===== src/rtl/xlat_pkg.sv =====
package xlat_pkg;
    localparam int ADDR_W   = 32;
    localparam int TYPE_W   = 2;
    localparam int ATTR_W   = 2;
    localparam int TBASE_LO = 14;
    localparam int L1_IDX_LO = 20;
    localparam int COARSE_LO = 10;
    localparam int FINE_LO   = 12;
    localparam int LARGE_OFS = 16;
    localparam int SMALL_OFS = 12;
    localparam int TINY_OFS  = 10;

    typedef enum logic [1:0] {
        ST_IDLE = 2'd0,
        ST_L1   = 2'd1,
        ST_L2   = 2'd2
    } walk_st_e;

    typedef enum logic [1:0] {
        L1_FAULT   = 2'd0,
        L1_SECTION = 2'd1,
        L1_TABLE   = 2'd2
    } l1_kind_e;

    localparam logic [1:0] CAUSE_NONE = 2'b00;
    localparam logic [1:0] CAUSE_L1   = 2'b01;
    localparam logic [1:0] CAUSE_L2   = 2'b10;
    localparam logic [1:0] CAUSE_BUS  = 2'b11;

    // keep the upper bits of base, the low ofs bits of the address
    function automatic logic [ADDR_W-1:0] splice(input logic [ADDR_W-1:0] base,
                                                 input logic [ADDR_W-1:0] low,
                                                 input int ofs);
        logic [ADDR_W-1:0] m;
        m = (ADDR_W'(1) << ofs) - ADDR_W'(1);
        return (base & ~m) | (low & m);
    endfunction
endpackage


===== src/rtl/xlat_l1_decode.sv =====
module xlat_l1_decode
    import xlat_pkg::*;
(
    input  logic [ADDR_W-1:0] desc_i,
    input  logic [ADDR_W-1:0] va_i,
    input  logic              fine_en_i,
    output l1_kind_e          kind_o,
    output logic [ADDR_W-1:0] sect_pa_o,
    output logic [ADDR_W-1:0] l2_addr_o,
    output logic [ATTR_W-1:0] attr_o
);
    logic [ADDR_W-1:0] coarse_a, fine_a;

    always_comb begin
        coarse_a = {desc_i[ADDR_W-1:COARSE_LO], va_i[L1_IDX_LO-1:SMALL_OFS], 2'b00};
        fine_a   = {desc_i[ADDR_W-1:FINE_LO],   va_i[L1_IDX_LO-1:TINY_OFS],  2'b00};
        sect_pa_o = splice(desc_i, va_i, L1_IDX_LO);
        attr_o    = desc_i[3:2];
        l2_addr_o = coarse_a;
        unique case (desc_i[TYPE_W-1:0])
            2'd0: kind_o = L1_FAULT;
            2'd1: kind_o = L1_TABLE;
            2'd2: kind_o = L1_SECTION;
            default: begin
                kind_o    = fine_en_i ? L1_TABLE : L1_FAULT;
                l2_addr_o = fine_a;
            end
        endcase
    end
endmodule


===== src/rtl/xlat_l2_decode.sv =====
module xlat_l2_decode
    import xlat_pkg::*;
(
    input  logic [ADDR_W-1:0] desc_i,
    input  logic [ADDR_W-1:0] va_i,
    output logic              fault_o,
    output logic [ADDR_W-1:0] pa_o,
    output logic [ATTR_W-1:0] attr_o
);
    always_comb begin
        attr_o  = desc_i[3:2];
        fault_o = 1'b0;
        unique case (desc_i[TYPE_W-1:0])
            2'd0: begin
                fault_o = 1'b1;
                pa_o    = '0;
            end
            2'd1:    pa_o = splice(desc_i, va_i, LARGE_OFS);
            2'd2:    pa_o = splice(desc_i, va_i, SMALL_OFS);
            default: pa_o = splice(desc_i, va_i, TINY_OFS);
        endcase
    end
endmodule


===== src/rtl/xlat_walker.sv =====
module xlat_walker
    import xlat_pkg::*;
(
    input  logic              clk,
    input  logic              rst_n,
    input  logic              start_i,
    input  logic [ADDR_W-1:0] vaddr_i,
    input  logic [ADDR_W-1:0] tbase_i,
    input  logic              fine_en_i,
    output logic              mem_req_o,
    output logic [ADDR_W-1:0] mem_addr_o,
    input  logic              mem_ack_i,
    input  logic              mem_err_i,
    input  logic [ADDR_W-1:0] mem_rdata_i,
    output logic              done_o,
    output logic [ADDR_W-1:0] paddr_o,
    output logic [ATTR_W-1:0] attr_o,
    output logic              fault_o,
    output logic [1:0]        cause_o
);
    typedef struct packed {
        walk_st_e          st;
        logic [ADDR_W-1:0] va;
        logic              fine;
        logic [ADDR_W-1:0] maddr;
        logic              done;
        logic [ADDR_W-1:0] pa;
        logic [ATTR_W-1:0] attr;
        logic              fault;
        logic [1:0]        cause;
    } walk_s;

    walk_s walk_d, walk_q;

    l1_kind_e          l1_kind;
    logic [ADDR_W-1:0] l1_pa, l1_next;
    logic [ATTR_W-1:0] l1_attr, l2_attr;
    logic              l2_fault;
    logic [ADDR_W-1:0] l2_pa;

    xlat_l1_decode u_l1 (
        .desc_i    (mem_rdata_i),
        .va_i      (walk_q.va),
        .fine_en_i (walk_q.fine),
        .kind_o    (l1_kind),
        .sect_pa_o (l1_pa),
        .l2_addr_o (l1_next),
        .attr_o    (l1_attr)
    );

    xlat_l2_decode u_l2 (
        .desc_i  (mem_rdata_i),
        .va_i    (walk_q.va),
        .fault_o (l2_fault),
        .pa_o    (l2_pa),
        .attr_o  (l2_attr)
    );

    always_comb begin
        walk_d      = walk_q;
        walk_d.done = 1'b0;
        unique case (walk_q.st)
            ST_IDLE: begin
                if (start_i) begin
                    walk_d.st    = ST_L1;
                    walk_d.va    = vaddr_i;
                    walk_d.fine  = fine_en_i;
                    walk_d.maddr = {tbase_i[ADDR_W-1:TBASE_LO],
                                    vaddr_i[ADDR_W-1:L1_IDX_LO], 2'b00};
                end
            end
            ST_L1: begin
                if (mem_err_i) begin
                    walk_d.st = ST_IDLE; walk_d.done = 1'b1; walk_d.fault = 1'b1;
                    walk_d.cause = CAUSE_BUS; walk_d.pa = '0; walk_d.attr = '0;
                end else if (mem_ack_i) begin
                    unique case (l1_kind)
                        L1_SECTION: begin
                            walk_d.st = ST_IDLE; walk_d.done = 1'b1; walk_d.fault = 1'b0;
                            walk_d.cause = CAUSE_NONE; walk_d.pa = l1_pa; walk_d.attr = l1_attr;
                        end
                        L1_TABLE: begin
                            walk_d.st    = ST_L2;
                            walk_d.maddr = l1_next;
                        end
                        default: begin
                            walk_d.st = ST_IDLE; walk_d.done = 1'b1; walk_d.fault = 1'b1;
                            walk_d.cause = CAUSE_L1; walk_d.pa = '0; walk_d.attr = '0;
                        end
                    endcase
                end
            end
            default: begin
                if (mem_err_i || mem_ack_i) begin
                    walk_d.st   = ST_IDLE;
                    walk_d.done = 1'b1;
                    if (mem_err_i) begin
                        walk_d.fault = 1'b1; walk_d.cause = CAUSE_BUS;
                        walk_d.pa = '0; walk_d.attr = '0;
                    end else if (l2_fault) begin
                        walk_d.fault = 1'b1; walk_d.cause = CAUSE_L2;
                        walk_d.pa = '0; walk_d.attr = '0;
                    end else begin
                        walk_d.fault = 1'b0; walk_d.cause = CAUSE_NONE;
                        walk_d.pa = l2_pa; walk_d.attr = l2_attr;
                    end
                end
            end
        endcase
    end

    always_ff @(posedge clk) begin
        if (!rst_n) begin
            walk_q <= '{st: ST_IDLE, default: '0};
        end else begin
            walk_q <= walk_d;
        end
    end

    assign mem_req_o  = (walk_q.st != ST_IDLE);
    assign mem_addr_o = walk_q.maddr;
    assign done_o     = walk_q.done;
    assign paddr_o    = walk_q.pa;
    assign attr_o     = walk_q.attr;
    assign fault_o    = walk_q.fault;
    assign cause_o    = walk_q.cause;

    // an outstanding read keeps its address until answered
    p_req_hold_r13: assert property (@(posedge clk) disable iff (!rst_n)
        mem_req_o && !mem_ack_i && !mem_err_i |=> mem_req_o && $stable(mem_addr_o));

    // completion is a single-cycle pulse
    p_done_pulse_r12: assert property (@(posedge clk) disable iff (!rst_n)
        done_o |=> !done_o);

    // results only move on completion
    p_result_hold_r12: assert property (@(posedge clk) disable iff (!rst_n)
        !done_o |-> $stable(paddr_o) && $stable(cause_o) && $stable(attr_o));

    // a start during a walk does not replace the captured address
    p_busy_start_r12: assert property (@(posedge clk) disable iff (!rst_n)
        mem_req_o && start_i |=> $stable(walk_q.va));

    // an error response ends the walk as a bus error
    p_bus_err_r11: assert property (@(posedge clk) disable iff (!rst_n)
        mem_req_o && mem_err_i |=> done_o && fault_o && cause_o == CAUSE_BUS && !mem_req_o);

    // fault flag and cause code agree
    p_cause_match_r2: assert property (@(posedge clk) disable iff (!rst_n)
        done_o |-> (fault_o == (cause_o != CAUSE_NONE)));
endmodule


===== config.mk =====
export PLATFORM = sky130hd
export DESIGN_NAME = xlat_walker
export DESIGN_NICKNAME = d
export VERILOG_FILES = /design/src/rtl/xlat_pkg.sv /design/src/rtl/xlat_l1_decode.sv /design/src/rtl/xlat_l2_decode.sv /design/src/rtl/xlat_walker.sv
export SDC_FILE = /design/constraint.sdc
export NUM_CORES = 1
export LEC_CHECK = 0
export BUFFER_PORTS_ARGS = -buffer_cell sky130_fd_sc_hd__buf_2
export CAP_MARGIN = 20
export CORE_MARGIN = 5
export CORE_UTILIZATION = 35
export CTS_BUF_LIST = sky130_fd_sc_hd__clkbuf_8 sky130_fd_sc_hd__clkbuf_16
export DETAILED_ROUTE_END_ITERATION = 6
export HOLD_SLACK_MARGIN = 0.02
export PLACE_DENSITY = 0.68
export SKIP_LAST_GASP = 1
export SYNTH_ARGS = -nofsm -noshare
export SYNTH_HDL_FRONTEND = slang
export SYNTH_SLANG_ARGS = --single-unit

===== constraint.sdc =====
create_clock -name clk -period 3.2 [get_ports clk]
set_input_delay 0.32 -clock clk [delete_from_list [all_inputs] [get_ports clk]]
set_output_delay 0.32 -clock clk [all_outputs]
set_load 0.01 [all_outputs]

# --- Yosys cells after proc, flatten, opt, wreduce, memory -nomap -nowiden ---
# Index checks and enable logic that the tools add are counted.
totals:
  out_inout_bits: 71
  word_cells: 58
  inputBits: 102
  ff_bits: 105
classes:
  reduce_logical: 12
  eq_ne: 11
  n_mux: 21
  n_bitwise: 5
ops:
  columns: ["op", "n"]
  rows:
  - ["38-bit case mux with 2 select lines", 2]
  - ["32-bit case mux with 3 select lines", 1]
  - ["38-bit two-way mux", 2]
  - ["37-bit two-way mux", 2]
  - ["70-bit two-way mux", 1]
  - ["67-bit two-way mux", 1]
  - ["32-bit two-way mux", 2]
  - ["32-bit case mux with 2 select lines", 1]
  - ["32-bit by 10-bit OR with 32-bit output", 1]
  - ["32-bit by 12-bit OR with 32-bit output", 1]
  - ["32-bit by 16-bit OR with 32-bit output", 1]
  - ["32-bit by 20-bit OR with 32-bit output", 1]
  - ["12-bit two-way mux", 1]
  - ["2-bit two-way mux", 5]
  - ["2-bit by 1-bit == test with 1-bit output, second input constant", 3]
  - ["2-bit inequality test, second input constant", 3]
  - ["3-bit inequality test, second input constant", 2]
  - ["2-bit case mux with 3 select lines", 1]
  - ["2-bit nonzero test", 3]
  - ["5-bit AND reduction", 1]
  - ["2-bit == test, second input constant", 2]
  - ["2-bit logical NOT", 2]
  - ["2-bit case mux with 2 select lines", 1]
  - ["4-bit AND reduction", 1]
  - ["other kinds (8)", 8]

# --- Logic depth before layout (Yosys ltp) ---
logic_depth:
  depth_word: 7
  mapped_depth: 8

# --- Hierarchy ---
# A second synthesis with hierarchy kept.
hier_totals:
  hier_cells: 704
  hier_area_um2: 5898.2
modules_own_cells:
  columns: ["module", "instances", "area_per_inst_um2", "cells_each"]
  rows:
  - ["xlat_walker", 1, 5037.3, 592]
  - ["xlat_l1_decode", 1, 568.0, 71]
  - ["xlat_l2_decode", 1, 292.8, 41]

# --- Least setup slack after synthesis ---
# No wires, ideal clock.
synth_path:
  path_kind: "input -> register"
  from: "input port mem_rdata_i[0]"
  to: "register walk_q, in the netlist paddr_o[0]"
  t_arrival_ns: 1.810
  cell_stages: 8
  setup_time_ns: 0.059
  path_slack_ns: 1.332
  path_cell_list: "inv_1 > ha_1 > clkbuf_1 > or4_1 > buf_2 > a21oi_2 > buf_4 > a22o_1"
synth_via:
  elab_chain_cells: 7
  elab_cells_between_ends: 17
  cone_classes: "eq/ne: 5; mux: 10; reduce/logical: 2"
synth_rtl:
  columns: ["element", "line_no", "source"]
  rows:
  - ["from (decl)", "xlat_walker.sv:14", "input logic [ADDR_W-1:0] mem_rdata_i,"]
  - ["2-bit == test (tied with other cells)", "xlat_l1_decode.sv:20, xlat_l2_decode.sv:13", null]
  - ["2-bit case mux with 3 select lines", "xlat_l1_decode.sv:20", "unique case (desc_i[TYPE_W-1:0])"]
  - ["2-bit == test or 2-bit by 1-bit == test with 1-bit output (tied branches)", "xlat_walker.sv:77", "unique case (l1_kind)"]
  - ["38-bit case mux with 2 select lines", "xlat_walker.sv:77", null]
  - ["70-bit two-way mux", "xlat_walker.sv:76", "end else if (mem_ack_i) begin"]
  - ["38-bit two-way mux", "xlat_walker.sv:73", "if (mem_err_i) begin"]
  - ["38-bit case mux with 2 select lines", "xlat_walker.sv:62", "unique case (walk_q.st)"]
  - ["to (signal assigned)", "xlat_walker.sv:116", "walk_q <= walk_d;"]
  - ["to (decl)", "xlat_walker.sv:33", "walk_s walk_d, walk_q;"]
# Parallel ways exist; a longest one is shown, timed or not. The select of a mux whose other input is x is not followed.
# A chain may end at the register's enable or synchronous reset.

# --- Worst setup path in the final report ---
layout_path:
  from: "register walk_q[104] (netlist bit)"
  to: "register walk_q, in the netlist mem_addr_o[18]"
layout_via:
  elab_chain_cells: 3
  elab_cells_between_ends: 9
  cone_classes: "eq/ne: 5; mux: 1; reduce/logical: 3"
layout_rtl:
  columns: ["element", "line_no"]
  rows:
  - ["2-bit by 1-bit == test with 1-bit output or 2-bit logical NOT (tied branches)", "xlat_walker.sv:62"]
  - ["2-bit by 1-bit inequality test with 1-bit output (no source line) (tied with other cells)", null]
  - ["5-bit AND reduction (no source line)", null]
# Parallel ways exist; a longest one is shown, timed or not.

==> summary.txt <==
Place
  – Place WS: 0.829 ns
  – Gpl congestion: between 0.8 and 0.9
  – Hpwl dp: approximately 9.4 mm
  – Port Buffers: 150

Detailed routing
  – DRT Pass-1 Iters: 4
  – Via density: approximately 5
  – Antenna-violating nets left: 0
  – Drt total wl: between 10 and 15 mm
  – DR vias: between 3000 and 4000
  – Post-DR wirelength/cell: around 16 um
  – DRT iter0 DRCs: 193
  – DRC viols: 0

Outcome
  – Outcome: finished clean

Synthesis
  – Synthesized cell area: between 4000 and 5000 sq um
  – Ys async rst share: 0
  – Top cell type by total area after synthesis: dfxtp_1
  – Netlist cell types: 37
  – Area contributors post-synth: dfxtp_1 41%, buf_4 12%, a211oi_2 5.6%
  – Synthesized flop and latch total: 91
  – Post-synth top area share: 0.408
  – Synth cell count leaders: 91 x dfxtp_1, 72 x buf_4, 66 x nor2_1, 64 x nand2_1, 39 x a21oi_1
  – Post-Syn Area per Cell: 8.53 sq um
  – Syn. warnings: 0
  – Post-synthesis cell count: around 520
  – Most common cell in the netlist: dfxtp_1
  – Main synth FF type: dfxtp_1
  – EDFF count, synth: 0
  – Sequential-to-total area share from yosys stat: 0.408

STA
  – Slew Limit Fails: 0
  – Slew @ Worst Pin: 0.780 ns
  – Sum Neg Setup Slack: 0 ns
  – Tmin final: 2.36 ns
  – Fmax: 424 MHz
  – Relative slew slack: 0.480
  – Setup slack after layout: around 0.84 ns
  – Final period utilization: 0.737
  – RSZ-0062 raised after global routing: false
  – Setup Skew: between 0.007 and 0.008 ns
  – Final setup violation count: 0
  – Final Hold Viols: 0

Clocking
  – Clk sink count: 91
  – CTS Hold Bufs: 0
  – Clock buffer depth: 2
  – CTS tree: built
  – H-tree depth: 3
  – Clock latency on the worst-skew pair: between 0.3 and 0.4 ns
  – Clk slew on worst S/H paths: approximately 0.07 ns
  – Clk root buf: clkbuf_16
  – Gates resized, CTS repair: 0
  – # Post-CTS Setup Buffers: 0
  – Cts bufs inserted: 9

Power
  – Leakage: ~2.2 nW
  – Peak supply drop: between 0.0002 and 0.00025 V
  – Design Power: about 2.7 mW
  – Power Density: roughly 520 nW/um^2

Worst setup path
  – Crit path launch type: flip-flop
  – Critical Path RT: 3.45 ns
  – CP max FO: 60
  – Critical path arrival: around 2.6 ns
  – Worst Setup End Kind: flip-flop
  – Crit path kind: reg2reg

Die
  – Die width: around 120 um
  – Rows: 41
  – I/O pin count: ~170
  – Core box area: 12600 sq um
  – Die area: 15100 sq um
  – Initial Utilization: 0.355
  – Die Ht: 123 um

Global routing
  – Largest net degree at the start of global routing: 61
  – First-pass GRT wire length: ~19 mm
  – Vias in the first global route: ~3700
  – Global route total overflow: 0
  – Initial antenna violation count: 1
  – Total Routing Usage GR: 0.164

Finish
  – P&R area growth vs syn: 14.4%
  – Nets: approximately 690
  – Final core occ: 0.406
  – Share of cells above drive strength 1: 0.342
  – Multi-input gate area: roughly 1900 sq um
  – Reg area: roughly 1800 sq um
  – Fillers: between 1000 and 1500

Worst hold path
  – Worst min path class: in2reg

Job
  – Max cap viols: 0
[path summary, 6_finish.rpt]
check              startpoint  depth (start not counted)  slack [ns]             end
hold reg to reg    walk_q[73]                          2        0.46      walk_q[73]
setup reg to reg  walk_q[104]                          5        0.84  mem_addr_o[18]
hold / removal     vaddr_i[7]                          3        0.21      walk_q[78]
setup / recovery  walk_q[104]                          5        0.84  mem_addr_o[18]
[flip-flops by register name, summed over array words and instances, names as in the netlist]
signal	count
attr_o	2
cause_o	2
done_o	1
fault_o	1
mem_addr_o	30
paddr_o	32
walk_q	23
[layout by cell type, fill, tap and decap left out, drive strengths merged, types with 2 or more instances in the layout]
master	instances
buf	160
dfxtp	91
nor2	66
nand2	64
a21oi	40
a211oi	36
a31oi	31
a22o	22
mux2i	11
a22oi	11
o21ai	11
clkbuf	9
inv	9
ha	4
nor3	3
nand2b	3
o22ai	2
conb	2
clkinv	2
nor4	2
[worst max-delay path, stage by stage (launching register included)]
cell and delay, ns:
dfxtp_1 0.40, or3b_2 0.77, o41ai_4 0.12, buf_4 0.59
nor2_1 0.13, a211oi_2 0.24
[stage by stage]
step                hold WS [ns]  cells  instance area [sq um]
global placement           0.444    748                   4810
CTS                        0.198    763                   5100
floorplan                  0.436    524                   4470
detailed placement         0.450    748                   4810
finish                     0.212    764                   5110
global route               0.203    763                   5100
[where the power goes]
| part | switching, mW | internal [mW] |
|---|---|---|
| Clock | 0.453 | 0.604 |
| Sequential | 0.0365 | 1.19 |
| Combinational | 0.233 | 0.149 |
[per-layer routing]
layer	vias to the layer above	share of wire	GRT usage
met3	16	0.089	0.0677
met5	-	0.00056	0
li1	1885	-	-
met2	128	0.46	0.252
met4	2	0.018	0.0574
met1	1789	0.43	0.207
[kinds of logic (layout without fill, tap and decap cells)]
kind of cell,after synthesis,count (layout),synth area share
AOI/OAI and AO/OA,157,157,0.261
and+or+nand+nor,144,144,0.132
buffers and inverters,115,182,0.162
DFF,91,91,0.408
muxes,11,11,0.0247
adders and majority gates,4,4,0.0112
other,1,3,0.000840
[layout make-up]
class	instances	area share
diodes	1	0.000490
clock buffers	9	0.0441
clock inverters	6	0.0127
inverters	7	0.00515
multi-input cells	318	0.377
flip-flops and latches	91	0.357
well taps	172	0.0421
repair buffers	160	0.162
(Power assumes the default switching activity.)
